==> config.mk <==
export PLATFORM = sky130hd
export DESIGN_NAME = rtc_evt_status
export DESIGN_NICKNAME = d
export VERILOG_FILES = /design/src/rtl/rtc_evt_pkg.sv /design/src/rtl/rtc_evt_flag.sv /design/src/rtl/rtc_irq_merge.sv /design/src/rtl/rtc_evt_status.sv
export SDC_FILE = /design/constraint.sdc
export NUM_CORES = 1
export LEC_CHECK = 0
export BUFFER_PORTS_ARGS = -buffer_cell sky130_fd_sc_hd__buf_2
export CAP_MARGIN = 30
export CORE_AREA = 2 2 39 41
export CTS_CLUSTER_DIAMETER = 30
export DETAILED_ROUTE_END_ITERATION = 10
export DIE_AREA = 0 0 41 43
export PLACE_DENSITY = 0.61
export SLEW_MARGIN = 10
export SYNTH_ARGS = -nofsm -noshare
export SYNTH_HDL_FRONTEND = slang
export SYNTH_SLANG_ARGS = --single-unit
==> constraint.sdc <==
create_clock -name clk -period 1.65 [get_ports clk]
set_input_delay 0.4125 -clock clk [delete_from_list [all_inputs] [get_ports clk]]
set_output_delay 0.4125 -clock clk [all_outputs]
set_load 0.1 [all_outputs]
==> src/rtl/rtc_evt_pkg.sv <==
package rtc_evt_pkg;
  // Number of event sources. Index 0 is update, 1 is alarm, 2 is periodic.
  localparam int unsigned N_SRC   = 3;
  localparam int unsigned SRC_UPD = 0;
  localparam int unsigned SRC_ALM = 1;
  localparam int unsigned SRC_PER = 2;
  typedef logic [N_SRC-1:0] src_vec_t;
endpackage

==> src/rtl/rtc_evt_flag.sv <==
// One sticky event flag: set by a pulse, cleared by a read strobe.
// A pulse wins over a clear in the same cycle.
module rtc_evt_flag (
  input  logic clk,
  input  logic rst,
  input  logic set_i,
  input  logic clr_i,
  output logic flag_o
);
  always_ff @(posedge clk) begin
    if (rst)
      flag_o <= 1'b0;
    else
      flag_o <= set_i | (flag_o & ~clr_i);
  end
endmodule

==> src/rtl/rtc_irq_merge.sv <==
// Merges flag/enable pairs into a single request bit.
module rtc_irq_merge #(
  parameter int unsigned N = 3
) (
  input  logic [N-1:0] flag_i,
  input  logic [N-1:0] en_i,
  output logic         req_o
);
  assign req_o = |(flag_i & en_i);
endmodule

==> src/rtl/rtc_evt_status.sv <==
module rtc_evt_status
  import rtc_evt_pkg::*;
#(
  parameter int unsigned BYTE_W = 8
) (
  input  logic              clk,
  input  logic              rst,
  input  logic              upd_evt,
  input  logic              alm_evt,
  input  logic              per_evt,
  input  logic              upd_en,
  input  logic              alm_en,
  input  logic              per_en,
  input  logic              evt_rd,
  input  logic              integ_rd,
  input  logic              bkp_ok,
  output logic [BYTE_W-1:0] evt_byte,
  output logic [BYTE_W-1:0] integ_byte,
  output logic              irq_n
);
  // The request bit sits at the top, with the sources packed directly below it.
  localparam int unsigned REQ_BIT = BYTE_W - 1;
  localparam int unsigned SRC_LSB = BYTE_W - 1 - N_SRC;

  src_vec_t pulse_v, en_v, flag_v;
  logic     req;

  assign pulse_v[SRC_UPD] = upd_evt;
  assign pulse_v[SRC_ALM] = alm_evt;
  assign pulse_v[SRC_PER] = per_evt;
  assign en_v[SRC_UPD]    = upd_en;
  assign en_v[SRC_ALM]    = alm_en;
  assign en_v[SRC_PER]    = per_en;

  for (genvar g = 0; g < N_SRC; g++) begin : g_flag
    rtc_evt_flag u_flag (
      .clk    (clk),
      .rst    (rst),
      .set_i  (pulse_v[g]),
      .clr_i  (evt_rd),
      .flag_o (flag_v[g])
    );
  end

  rtc_irq_merge #(.N(N_SRC)) u_merge (
    .flag_i (flag_v),
    .en_i   (en_v),
    .req_o  (req)
  );

  // Event byte: capture the flags from before the edge, on the same edge that clears them.
  always_ff @(posedge clk) begin
    if (rst) begin
      evt_byte <= '0;
    end else if (evt_rd) begin
      evt_byte                           <= '0;
      evt_byte[REQ_BIT]                  <= req;
      evt_byte[SRC_LSB +: N_SRC]         <= flag_v;
    end
  end

  // Integrity byte: backup-valid level in the top bit.
  always_ff @(posedge clk) begin
    if (rst) begin
      integ_byte <= '0;
    end else if (integ_rd) begin
      integ_byte          <= '0;
      integ_byte[REQ_BIT] <= bkp_ok;
    end
  end

  assign irq_n = ~req;
endmodule

### Word-level counts from Yosys, hierarchy flattened

Index checks and enable logic that the tools add are counted.

| storage, ports and cells | value |
|---|---|
| flip-flop bits (word level) | 8 |
| bits in latches | 0 |
| RAM bits | 0 |
| ROM bits | 0 |
| input bits | 11 |
| output and inout bits | 17 |
| logic and storage cells | 15 |
| memories | 0 |

| operators by class | value |
|---|---|
| add/subtract/negate cells | 0 |
| multipliers | 0 |
| div/mod/pow operators | 0 |
| magnitude comparators | 0 |
| equal/unequal tests | 0 |
| shift-type cells | 0 |
| muxes and demuxes | 0 |
| bitwise logic cells | 9 |
| reductions and logical operators | 1 |

Operators with widths:

| kind | number |
|---|---|
| $and A1 B1 Y1 | 3 |
| $and A3 B3 Y3 | 1 |
| $or A1 B1 Y1 | 3 |
| $reduce_or A3 Y1 | 1 |
| $not A1 Y1 | 2 |

### Longest topological paths before layout

Gate-level depths: netlist of the first run.

| depth | value |
|---|---|
| depth after elaboration | 3 |
| gate-level depth with buffers | 3 |
| mapped depth without buffers | 2 |

### Modules after synthesis

From an unflattened synthesis of the first run, not the netlist that was laid out.

| unflattened totals | value |
|---|---|
| cell total of the unflattened synthesis | 43 |
| area total of the unflattened synthesis | 394.1 um2 |

By module, submodules not included:

| module | times used | cells each | area each (um2) | sequential area each (um2) |
|---|---|---|---|---|
| rtc_evt_status | 1 | 29 | 264.0 | 100.1 |
| rtc_evt_flag | 3 | 4 | 38.8 | 20.0 |
| rtc_irq_merge | 1 | 2 | 13.8 | 0.0 |

### Least setup slack after synthesis of the first run

Ideal clock, no wire load.

| timing path | value |
|---|---|
| path kind | input -> register |
| start point | input port alm_en |
| end point | register evt_byte[7] |
| library setup time | 0.250 ns |
| arrival time | 3.088 ns |
| required time | 1.400 ns |
| path slack | -1.688 ns |
| cell stages on the path | 2 |
| buffers on the path | 0 |
| cell sequence | a222oi_1 -> a211oi_1 |

| on the way | value |
|---|---|
| longest elaborated chain between the ends | 2 |

RTL lines:

| item | line | RTL |
|---|---|---|
| start: declaration | rtc_evt_status.sv:12 | `input logic alm_en,` |
| $and A3 B3 Y3 | rtc_irq_merge.sv:9 | `assign req_o = \|(flag_i & en_i);` |
| $reduce_or A3 Y1 | rtc_irq_merge.sv:9 |  |
| end signal: indexed assignment | rtc_evt_status.sv:57 | `evt_byte[REQ_BIT] <= req;` |
| end signal: indexed assignment | rtc_evt_status.sv:58 | `evt_byte[SRC_LSB +: N_SRC] <= flag_v;` |
| end: declaration | rtc_evt_status.sv:17 | `output logic [BYTE_W-1:0] evt_byte,` |

No other way between the ends.
A chain may end at the register's enable or synchronous reset.

### Worst setup path after layout of the first run

| timing path | value |
|---|---|
| start point | register g_flag[1].u_flag.flag_o |
| end point | output port irq_n |

| on the way | value |
|---|---|
| longest elaborated chain between the ends | 3 |

RTL lines:

| item | line | RTL |
|---|---|---|
| start: declaration | rtc_evt_flag.sv:8 | `output logic flag_o` |
| start signal: assignment | rtc_evt_flag.sv:14 | `flag_o <= set_i \| (flag_o & ~clr_i);` |
| $and A3 B3 Y3 | rtc_irq_merge.sv:9 |  |
| $reduce_or A3 Y1 | rtc_irq_merge.sv:9 |  |
| $not A1 Y1 | rtc_evt_status.sv:72 | `assign irq_n = ~req;` |
| end: declaration | rtc_evt_status.sv:19 | `output logic irq_n` |

No other way between the ends.

==> impl_metrics.py, run 1 <==
metrics = {
    "outcome": {
        "status": "complete, but fails checks",
        "violations": "setup timing",
    },
    "yosys": {
        "netlist_instances": 42,
        "ys_warn_count": 0,
        "synth_cell_types": 12,
        "synth.avg_cell_area_um2": 8.97,
        "synth_seq_cells": 8,
        "synth_area_um2": 377,
        "yosysSeqAreaShare_pct": 42.5,
    },
    "grt": {
        "grt_overflow": 0,
        "grt_pass1_vias": 242,
        "grt_max_degree": 9,
        "grt_pass1_wl_um": 959,
        "grtUsageTotal_pct": 8.47,
        "antenna_found_initial": 0,
    },
    "clock_network": {
        "clock_path_buffers": 2,
        "clk_latency_ps": 250,
        "cts_htree_levels": 1,
        "clkSinkCount": 8,
        "clockRootBuffer": "clkbuf_4",
        "cts_made_buffers": 3,
        "cts_tree": "built",
        "cts_hold_buf": 0,
        "clk_transition_reported_paths_ps": 50,
    },
    "critical_path": {
        "path_class": "register to output pin",
        "endpoint_kind": "output pin",
        "cp_max_fo": 2,
        "required_ps": 1240,
        "cp.arrival_ps": 1260,
        "worstSetupStartpointType": "register",
    },
    "timing": {
        "setup_violations": 1,
        "rsz0062_at_grt": "true",
        "min_period_ps": 1670,
        "slew_viol_final": 0,
        "fin_crit_sh_pct": 101,
        "setup_ws_ps": -24.6,
        "fin_worst_skew_ps": 0.0866,
        "hold_viol": 0,
        "fmax_mhz": 597,
    },
    "cells_and_area": {
        "seq_area_um2": 163,
        "antennaDiodeCount": 0,
        "drive_above_1_share_pct": 39.3,
        "fill_cells": 153,
        "layoutNonFillerInstCount": 77,
        "nNetsFinal": 74,
        "multi_input_area_um2": 151,
        "post-route-util_pct": 35.1,
        "area_growth_pct": 28.9,
    },
    "floorplanning": {
        "die_x_um": 41,
        "initial_utilization_pct": 27.2,
        "die_h_um": 43,
        "die_area_um2": 1760,
        "num_rows": 14,
        "io_pins": 28,
        "coreArea_um2": 1380,
    },
    "routing": {
        "wl_per_cell_um": 8.34,
        "drt-total-wl_um": 642,
        "via_per_inst": 3.96,
        "drt_iter0_markers": 4,
        "antenna_left": 0,
        "dr.pass1.iters": 4,
        "drc": 0,
        "vias": 305,
    },
    "power": {
        "powerDensity_nw_per_um2": 1220,
        "power.total_mw": 0.594,
        "ir_worst_vdd_v": 0.000407,
        "p_leak_nw": 0.267,
    },
    "hold_path": {
        "hold_path.class": "primary input to register",
    },
    "place": {
        "hpwl_um": 495,
        "gp_routability_congestion": 0.640,
        "portBuffers": 16,
        "placed_cells": 72,
    },
    "job": {
        "maxCapViolCount": 0,
    },
}
[layout make-up]
class | instances | share of cell area [%]
clock buffer | 3 | 4.64
tap | 16 | 4.12
sequential | 8 | 33.5
inverter | 3 | 2.32
multi-input combinational | 28 | 31.2
timing repair buffer | 19 | 24.2
[layout by cell type, fill, tap and decap left out]
cell	instances
buf_12	1
buf_4	3
dfxtp_1	6
buf_2	15
conb_1	11
inv_1	3
a211oi_1	1
dfxtp_2	2
mux2i_1	4
nand2b_1	3
nor2_1	5
a21oi_1	3
clkbuf_4	3
a222oi_1	1
[flip-flops by register name (all words and copies together) (netlist names)]
| register | count |
|---|---|
| evt_byte | 4 |
| g_flag.u_flag.flag_o | 3 |
| integ_byte | 1 |
[report_power, final]
group	switching [mW]	internal [mW]	leakage, nW
sequential	0.00596	0.206	0.0666
combinational	0.199	0.0402	0.186
clock	0.0608	0.0828	0.0138
total	0.265	0.329	0.267
[stage by stage]
step / setup TNS (ps) / hold WS, ps / worst slack (ps) / area [um2]
global route: -74.8 / 389 / -74.8 / 485
finish: -24.6 / 388 / -24.6 / 485
detailed placement: 0 / 481 / 57.5 / 445
global placement: 0 / 478 / 65.2 / 445
CTS: -20.3 / 379 / -20.3 / 485
floorplan: -3320 / 462 / -1670 / 414
[what timing repair did]
item | 4_1_cts | 5_1_grt
endpoints found under the hold margin | 0 | 0
buffers inserted | 2 | 0
gates resized for setup | 2 | 0
gates cloned | 0 | 0
setup endpoints to repair | 1 | 1
pin swaps | 1 | 0
[cells in the mapped netlist (all sizes together)]
cell type,instances,area [um2]
dfxtp,8,160
a222oi,1,10.0
nor2,5,18.8
a211oi,1,7.51
mux2i,4,40.0
nand2b,3,18.8
clkbuf,1,3.75
buf,12,87.6
conb,1,3.75
inv,3,11.3
a21oi,3,15.0
[logic make-up after synthesis]
logic type	Yosys count	synth area share (%)
AOI/OAI and AO/OA	5	8.64
other	1	0.996
DFF	8	42.5
buffers and inverters	16	27.2
muxes	4	10.6
and+or+nand+nor	8	9.97
[worst max-delay path, cell delays in order (launching register included)]
cell      delay [ps]
dfxtp_2          320
a222oi_1         340
buf_4            190
buf_12           160
[metal layers]
layer	share of wire, %	GRT usage (%)	vias to the layer above
met2	40	9.06	25
met5	0	0	-
li1	-	-	150
met4	1.4	10.0	0
met1	46	11.7	128
met3	13	2.09	2
[worst paths after layout]
kind                                       from                                  to  slack [ps]  depth (start not counted)
max          g_flag[1].u_flag.flag_o$_SDFF_PP0_                               irq_n         -20                          3
min reg2reg            evt_byte[5]$_SDFFE_PP0P_            evt_byte[5]$_SDFFE_PP0P_         480                          2
max reg2reg  g_flag[1].u_flag.flag_o$_SDFF_PP0_            evt_byte[7]$_SDFFE_PP0P_         630                          3
min                                     upd_evt  g_flag[0].u_flag.flag_o$_SDFF_PP0_         390                          3
(Power assumes the default switching activity.)
==> run 2: changes to the inputs <==
--- a/config.mk
+++ b/config.mk
@@ -11,7 +11,7 @@
 export CTS_CLUSTER_DIAMETER = 30
 export DETAILED_ROUTE_END_ITERATION = 10
 export DIE_AREA = 0 0 41 43
-export PLACE_DENSITY = 0.61
+export PLACE_DENSITY = 0.63
 export SLEW_MARGIN = 10
 export SYNTH_ARGS = -nofsm -noshare
 export SYNTH_HDL_FRONTEND = slang
==> constraint.sdc (replaced) <==
create_clock -name clk -period 1.4 [get_ports clk]
set_input_delay 0.35 -clock clk [delete_from_list [all_inputs] [get_ports clk]]
set_output_delay 0.35 -clock clk [all_outputs]
set_load 0.1 [all_outputs]
==> impl_metrics.py, run 2 (synthesized netlist as in run 1, its figures left out) <==
metrics = {
    "outcome": {
        "status": "complete, but fails checks",
        "violations": "setup timing",
    },
    "timing": {
        "fin_tns_setup_ps": -150,
        "setup_violations": 1,
        "fin_worst_skew_ps": 2.83,
        "fmax_mhz": 645,
        "rsz0062_at_grt": "true",
        "slew_viol_final": 0,
        "min_period_ps": 1550,
        "fin_crit_sh_pct": 111,
        "setup_ws_ps": -150,
        "hold_viol": 0,
    },
    "routing": {
        "drt_iter0_markers": 4,
        "drc": 0,
        "antenna_left": 0,
        "drt-total-wl_um": 677,
        "vias": 301,
        "wl_per_cell_um": 8.79,
        "dr.pass1.iters": 4,
        "via_per_inst": 3.91,
    },
    "clock_network": {
        "clockRootBuffer": "clkbuf_4",
        "clk_latency_ps": 250,
        "clock_path_buffers": 2,
        "clkSinkCount": 8,
        "cts_made_buffers": 3,
        "cts_tree": "built",
        "clk_transition_reported_paths_ps": 50,
        "cts_htree_levels": 1,
    },
    "grt": {
        "grt_pass1_wl_mm": 1.09,
        "antenna_found_initial": 0,
        "grt_overflow": 0,
        "grt_max_degree": 9,
        "grt_pass1_vias": 296,
        "grtUsageTotal_pct": 9.17,
    },
    "power": {
        "pwr-share-clk_pct": 23.4,
        "powerDensity_nw_per_um2": 1320,
        "power.total_mw": 0.722,
        "power_frac_comb_pct": 41.6,
        "swShare_pct": 43.7,
        "p_leak_nw": 0.280,
        "p_seq_share_pct": 35.0,
        "p_switching_mw": 0.316,
        "internal_power_mw": 0.406,
        "ir_worst_vdd_v": 0.000422,
    },
    "cells_and_area": {
        "drive_above_1_share_pct": 39.3,
        "final_area_um2": 546,
        "regMostFlops": "evt_byte",
        "largest_reg_flops": 4,
        "fill_cells": 141,
        "seq_area_um2": 163,
        "reg_top3": "evt_byte (4), g_flag.u_flag.flag_o (3), integ_byte (1)",
        "area_growth_pct": 44.9,
        "post-route-util_pct": 39.4,
        "layout_common_cells": "conb_1, buf_2, dfxtp_1, nor2_1, buf_12",
        "nNetsFinal": 74,
        "antennaDiodeCount": 0,
        "multi_input_area_um2": 151,
    },
    "place": {
        "gp_routability_congestion": 0.697,
        "pre_cts_slack_ps": -53.5,
        "dpl_cell_area_um2": 505,
        "hpwl_um": 530,
        "portBuffers": 16,
    },
    "critical_path": {
        "reg2reg_depth": 3,
        "required_ps": 1050,
        "worst-path-buf-inv": 2,
        "cpLargestDelayFamily": "buffers and inverters",
        "cp.arrival_ps": 1200,
        "reg2reg_to": "evt_byte[7]$_SDFFE_PP0P_",
        "cp_max_fo": 2,
        "slowest_delay_ps": 310,
        "path_class": "register to output pin",
        "regToRegSetupSlack_ps": 440,
        "worstSetupStartpointType": "register",
        "endpoint_kind": "output pin",
        "path_depth": 3,
        "cp_cell_sequence": "a222oi_1 -> buf_4 -> buf_12",
        "crit_path_top_delay_cell": "dfxtp_2",
        "reg2reg_from": "g_flag[1].u_flag.flag_o$_SDFF_PP0_",
    },
    "floorplanning": {
        "coreArea_um2": 1380,
        "initial_utilization_pct": 27.2,
        "die_area_um2": 1760,
        "die_h_um": 43,
        "io_pins": 28,
        "num_rows": 14,
        "die_x_um": 41,
    },
    "job": {
        "maxCapViolCount": 0,
    },
    "hold_path": {
        "worstHoldStart": "per_evt",
        "hold_depth": 3,
        "hold_path_end": "g_flag[2].u_flag.flag_o$_SDFF_PP0_",
        "hold_path.class": "primary input to register",
    },
}
-- run 2: cell count changes in the layout (fill, tap and decap cells not counted) --
cell / before / now
buf_2: 15 / 11
buf_12: 1 / 5
-- run 2: cell type report --
| class | count | area share [%] |
|---|---|---|
| Sequential cell | 8 | 29.8 |
| Clock buffer | 3 | 4.13 |
| Timing Repair Buffer | 19 | 32.6 |
| Tap cell | 16 | 3.67 |
| Multi-Input combinational cell | 28 | 27.8 |
| Inverter | 3 | 2.06 |
-- run 2: stage by stage --
stage | hold slack [ps] | instances
after floorplan | 462 | 52
after global placement | 468 | 72
after detailed placement | 488 | 72
after CTS | 326 | 77
after global routing | 339 | 77
final | 334 | 77
-- run 2: repair_timing --
item | CTS | global route
hold buffers | 0 | 0
pin swaps | 1 | 1
gates resized for setup | 2 | 0
setup endpoints to repair | 1 | 1
setup buffers | 2 | 0
-- run 2: power by group through the flow --
stage	registers, mW	logic, mW	clock network, mW
2_1_floorplan	0.310	0.201	0
3_3_place_gp	0.257	0.293	0
3_5_place_dp	0.258	0.294	0
4_1_cts	0.253	0.300	0.181
5_1_grt	0.254	0.311	0.187
6_report	0.253	0.300	0.169
-- run 2: worst register-to-register path, delay by kind of cell (launching register included) --
kind | cells | cell delay (ps)
buf+inv | 1 | 180
compound gates | 2 | 360
flops | 1 | 310
-- run 2: worst max path at each step --
stage | start | to
after global placement | alm_en | irq_n
final | g_flag[1].u_flag.flag_o$_SDFF_PP0_ | irq_n
after floorplan | alm_en | evt_byte[7]$_SDFFE_PP0P_
after detailed placement | alm_en | irq_n
after global routing | g_flag[1].u_flag.flag_o$_SDFF_PP0_ | irq_n
after CTS | g_flag[1].u_flag.flag_o$_SDFF_PP0_ | irq_n
-- run 2: metal layers --
layer | global-route usage [%] | share of wire [%]
met5 | 0 | 0
met4 | 6.00 | 0
met3 | 3.14 | 9.6
met2 | 13.8 | 46
met1 | 10.4 | 45
==> run 3: changes to the inputs <==
--- a/config.mk
+++ b/config.mk
@@ -5,13 +5,14 @@
 export SDC_FILE = /design/constraint.sdc
 export NUM_CORES = 1
 export LEC_CHECK = 0
+export ABC_AREA = 1
 export BUFFER_PORTS_ARGS = -buffer_cell sky130_fd_sc_hd__buf_2
 export CAP_MARGIN = 30
 export CORE_AREA = 2 2 39 41
 export CTS_CLUSTER_DIAMETER = 30
 export DETAILED_ROUTE_END_ITERATION = 10
 export DIE_AREA = 0 0 41 43
-export PLACE_DENSITY = 0.63
+export PLACE_DENSITY = 0.62
 export SLEW_MARGIN = 10
 export SYNTH_ARGS = -nofsm -noshare
 export SYNTH_HDL_FRONTEND = slang
==> impl_metrics.py, run 3 <==
metrics = {
    "yosys": {
        "synth_area_um2": 364,
        "synth_seq_cells": 8,
        "ys_warn_count": 0,
        "synth.avg_cell_area_um2": 7.59,
        "yosys_most_used_dff": "dfxtp_1",
        "synth_area_leaders": "dfxtp_1, buf_4, nor2_1",
        "synth_edf_count": 0,
        "synth_cell_types": 11,
        "yosys-top-cells-count": "buf_4, nor2_1, dfxtp_1",
        "synth-async-reset-ratio_pct": 0,
        "synth_top_area_cell": "dfxtp_1",
        "netlist_instances": 48,
        "yosysTopAreaCellShare_pct": 44.0,
        "yosysSeqAreaShare_pct": 44.0,
    },
    "critical_path": {
        "worst-path-buf-inv": 2,
        "required_ps": 1050,
        "crit_path_top_delay_cell": "dfxtp_2",
        "reg2reg_from": "g_flag[0].u_flag.flag_o$_SDFF_PP0_",
        "slowest_delay_ps": 330,
        "worstSetupStartpointType": "register",
        "cp_cell_sequence": "nand2_1 -> nand3_2 -> clkinvlp_4 -> buf_12",
        "startpoint": "g_flag[0].u_flag.flag_o$_SDFF_PP0_",
        "regToRegSetupSlack_ps": 530,
        "reg2reg_depth": 5,
        "path_class": "register to output pin",
        "path_depth": 4,
        "cp_max_fo": 3,
        "endpoint": "irq_n",
        "cpLargestDelayFamily": "flip-flops",
        "cp.arrival_ps": 1020,
        "reg2reg_to": "evt_byte[7]$_SDFFE_PP0P_",
        "endpoint_kind": "output pin",
    },
    "place": {
        "hpwl_um": 552,
        "gp_routability_congestion": 0.668,
        "pre_cts_slack_ps": 118,
        "dpl_cell_area_um2": 483,
        "portBuffers": 16,
    },
    "grt": {
        "grt_overflow": 0,
        "grt_pass1_wl_mm": 1.15,
        "antenna_found_initial": 0,
        "grt_max_degree": 8,
        "grtUsageTotal_pct": 9.77,
        "grt_pass1_vias": 297,
    },
    "power": {
        "ir_worst_vdd_v": 0.000604,
        "power.total_mw": 0.754,
        "p_leak_nw": 0.269,
        "swShare_pct": 46.2,
        "internal_power_mw": 0.405,
        "pwr-share-clk_pct": 23.9,
        "p_switching_mw": 0.349,
        "p_seq_share_pct": 34.1,
        "powerDensity_nw_per_um2": 1440,
        "power_frac_comb_pct": 42.0,
    },
    "cells_and_area": {
        "fill_cells": 145,
        "seq_area_um2": 164,
        "drive_above_1_share_pct": 41.8,
        "final_area_um2": 524,
        "layout_commonest_cell": "buf_2",
        "regMostFlops": "evt_byte",
        "nNetsFinal": 80,
        "layout_common_cells": "buf_2, nor2_1, conb_1, dfxtp_1",
        "largest_reg_flops": 4,
        "antennaDiodeCount": 0,
        "reg_top3": "evt_byte (4), g_flag.u_flag.flag_o (3), integ_byte (1)",
        "multi_input_area_um2": 151,
        "area_growth_pct": 44.0,
        "post-route-util_pct": 37.9,
    },
    "routing": {
        "antenna_left": 0,
        "via_per_inst": 4.17,
        "drt_iter0_markers": 3,
        "drt-total-wl_um": 747,
        "vias": 346,
        "wl_per_cell_um": 9.00,
        "drc": 0,
        "dr.pass1.iters": 4,
    },
    "clock_network": {
        "clkSinkCount": 8,
        "cts_tree": "built",
        "clk_transition_reported_paths_ps": 60,
        "clockRootBuffer": "clkbuf_4",
        "cts_made_buffers": 3,
        "cts_htree_levels": 1,
        "cts_hold_buf": 0,
        "clock_path_buffers": 2,
        "clk_latency_ps": 250,
    },
    "timing": {
        "rsz0062_at_grt": "true",
        "fin_crit_sh_pct": 97.7,
        "fmax_mhz": 731,
        "fin_tns_setup_ps": 0,
        "fin_worst_skew_ps": 2.16,
        "setup_violations": 0,
        "hold_viol": 0,
        "setup_ws_ps": 32.1,
        "min_period_ps": 1370,
        "slew_viol_final": 0,
    },
    "hold_path": {
        "hold_path.class": "primary input to register",
    },
    "floorplanning": {
        "die_h_um": 43,
        "coreArea_um2": 1380,
        "initial_utilization_pct": 26.3,
        "num_rows": 14,
        "die_x_um": 41,
        "die_area_um2": 1760,
        "io_pins": 28,
    },
    "job": {
        "maxCapViolCount": 0,
    },
    "outcome": {
        "status": "finished clean",
    },
}
==> run 3: cell types whose count changed after synthesis, moves of 2 or more <==
| cell | change |
|---|---|
| nor2_1 | +6 |
| mux2i_1 | -4 |
| o21ai_0 | +4 |
| nand2_1 | +3 |
| nand2b_1 | -3 |
| inv_2 | +2 |
==> run 3: worst min path at each step <==
| stage | from | endpoint | slack [ps] | cells after the start |
|---|---|---|---|---|
| 4_1_cts | integ_rd | integ_byte[7]$_SDFFE_PP0P_ | 290 | 2 |
| 6_report | integ_rd | integ_byte[7]$_SDFFE_PP0P_ | 290 | 2 |
| 5_1_grt | integ_rd | integ_byte[7]$_SDFFE_PP0P_ | 290 | 2 |
| 2_1_floorplan | rst | g_flag[0].u_flag.flag_o$_SDFF_PP0_ | 420 | 1 |
| 3_3_place_gp | evt_byte[6]$_SDFFE_PP0P_ | evt_byte[6]$_SDFFE_PP0P_ | 480 | 2 |
| 3_5_place_dp | evt_byte[6]$_SDFFE_PP0P_ | evt_byte[6]$_SDFFE_PP0P_ | 490 | 2 |
==> run 3: cell families (layout without fill, tap and decap cells) <==
logic type	Yosys count	in the layout	share of synthesized area, %
simple gates	15	15	15.8
buf+inv	15	24	26.8
compound gates	9	9	12.4
other cells	1	11	1.03
flops	8	8	44.0
==> run 3: stage by stage <==
stage	cells	hold slack, ps
after global routing	83	291
after global placement	79	483
after floorplan	58	422
after detailed placement	79	485
final	83	290
after CTS	82	287
==> run 3: power groups by stage <==
| stage | Clock [mW] | Sequential (mW) | Combinational, mW |
|---|---|---|---|
| after floorplan | 0 | 0.326 | 0.201 |
| after global routing | 0.193 | 0.259 | 0.329 |
| after detailed placement | 0 | 0.260 | 0.311 |
| after CTS | 0.182 | 0.257 | 0.312 |
| after global placement | 0 | 0.260 | 0.309 |
| final | 0.180 | 0.257 | 0.317 |
==> run 3: area by class of cell <==
cell class	count	area share (%)
Clock buffer	3	4.30
Multi-Input combinational cell	35	28.9
Timing Repair Buffer	17	28.2
Sequential cell	8	31.3
Inverter	4	3.58
Tap cell	16	3.82
==> run 3: layer usage <==
metal	vias up	share of wire, %	GRT usage [%]
li1	167	-	-
met1	159	38	11.7
met2	20	52	14.1
met3	0	9.5	2.09
met4	0	0	8.00
met5	-	0	0
==> run 3: timing repair <==
item / CTS / global route
setup endpoints to repair: 1 / 1
buffers inserted: 0 / 1
pin swaps: 0 / 1
resized for setup: 4 / 1
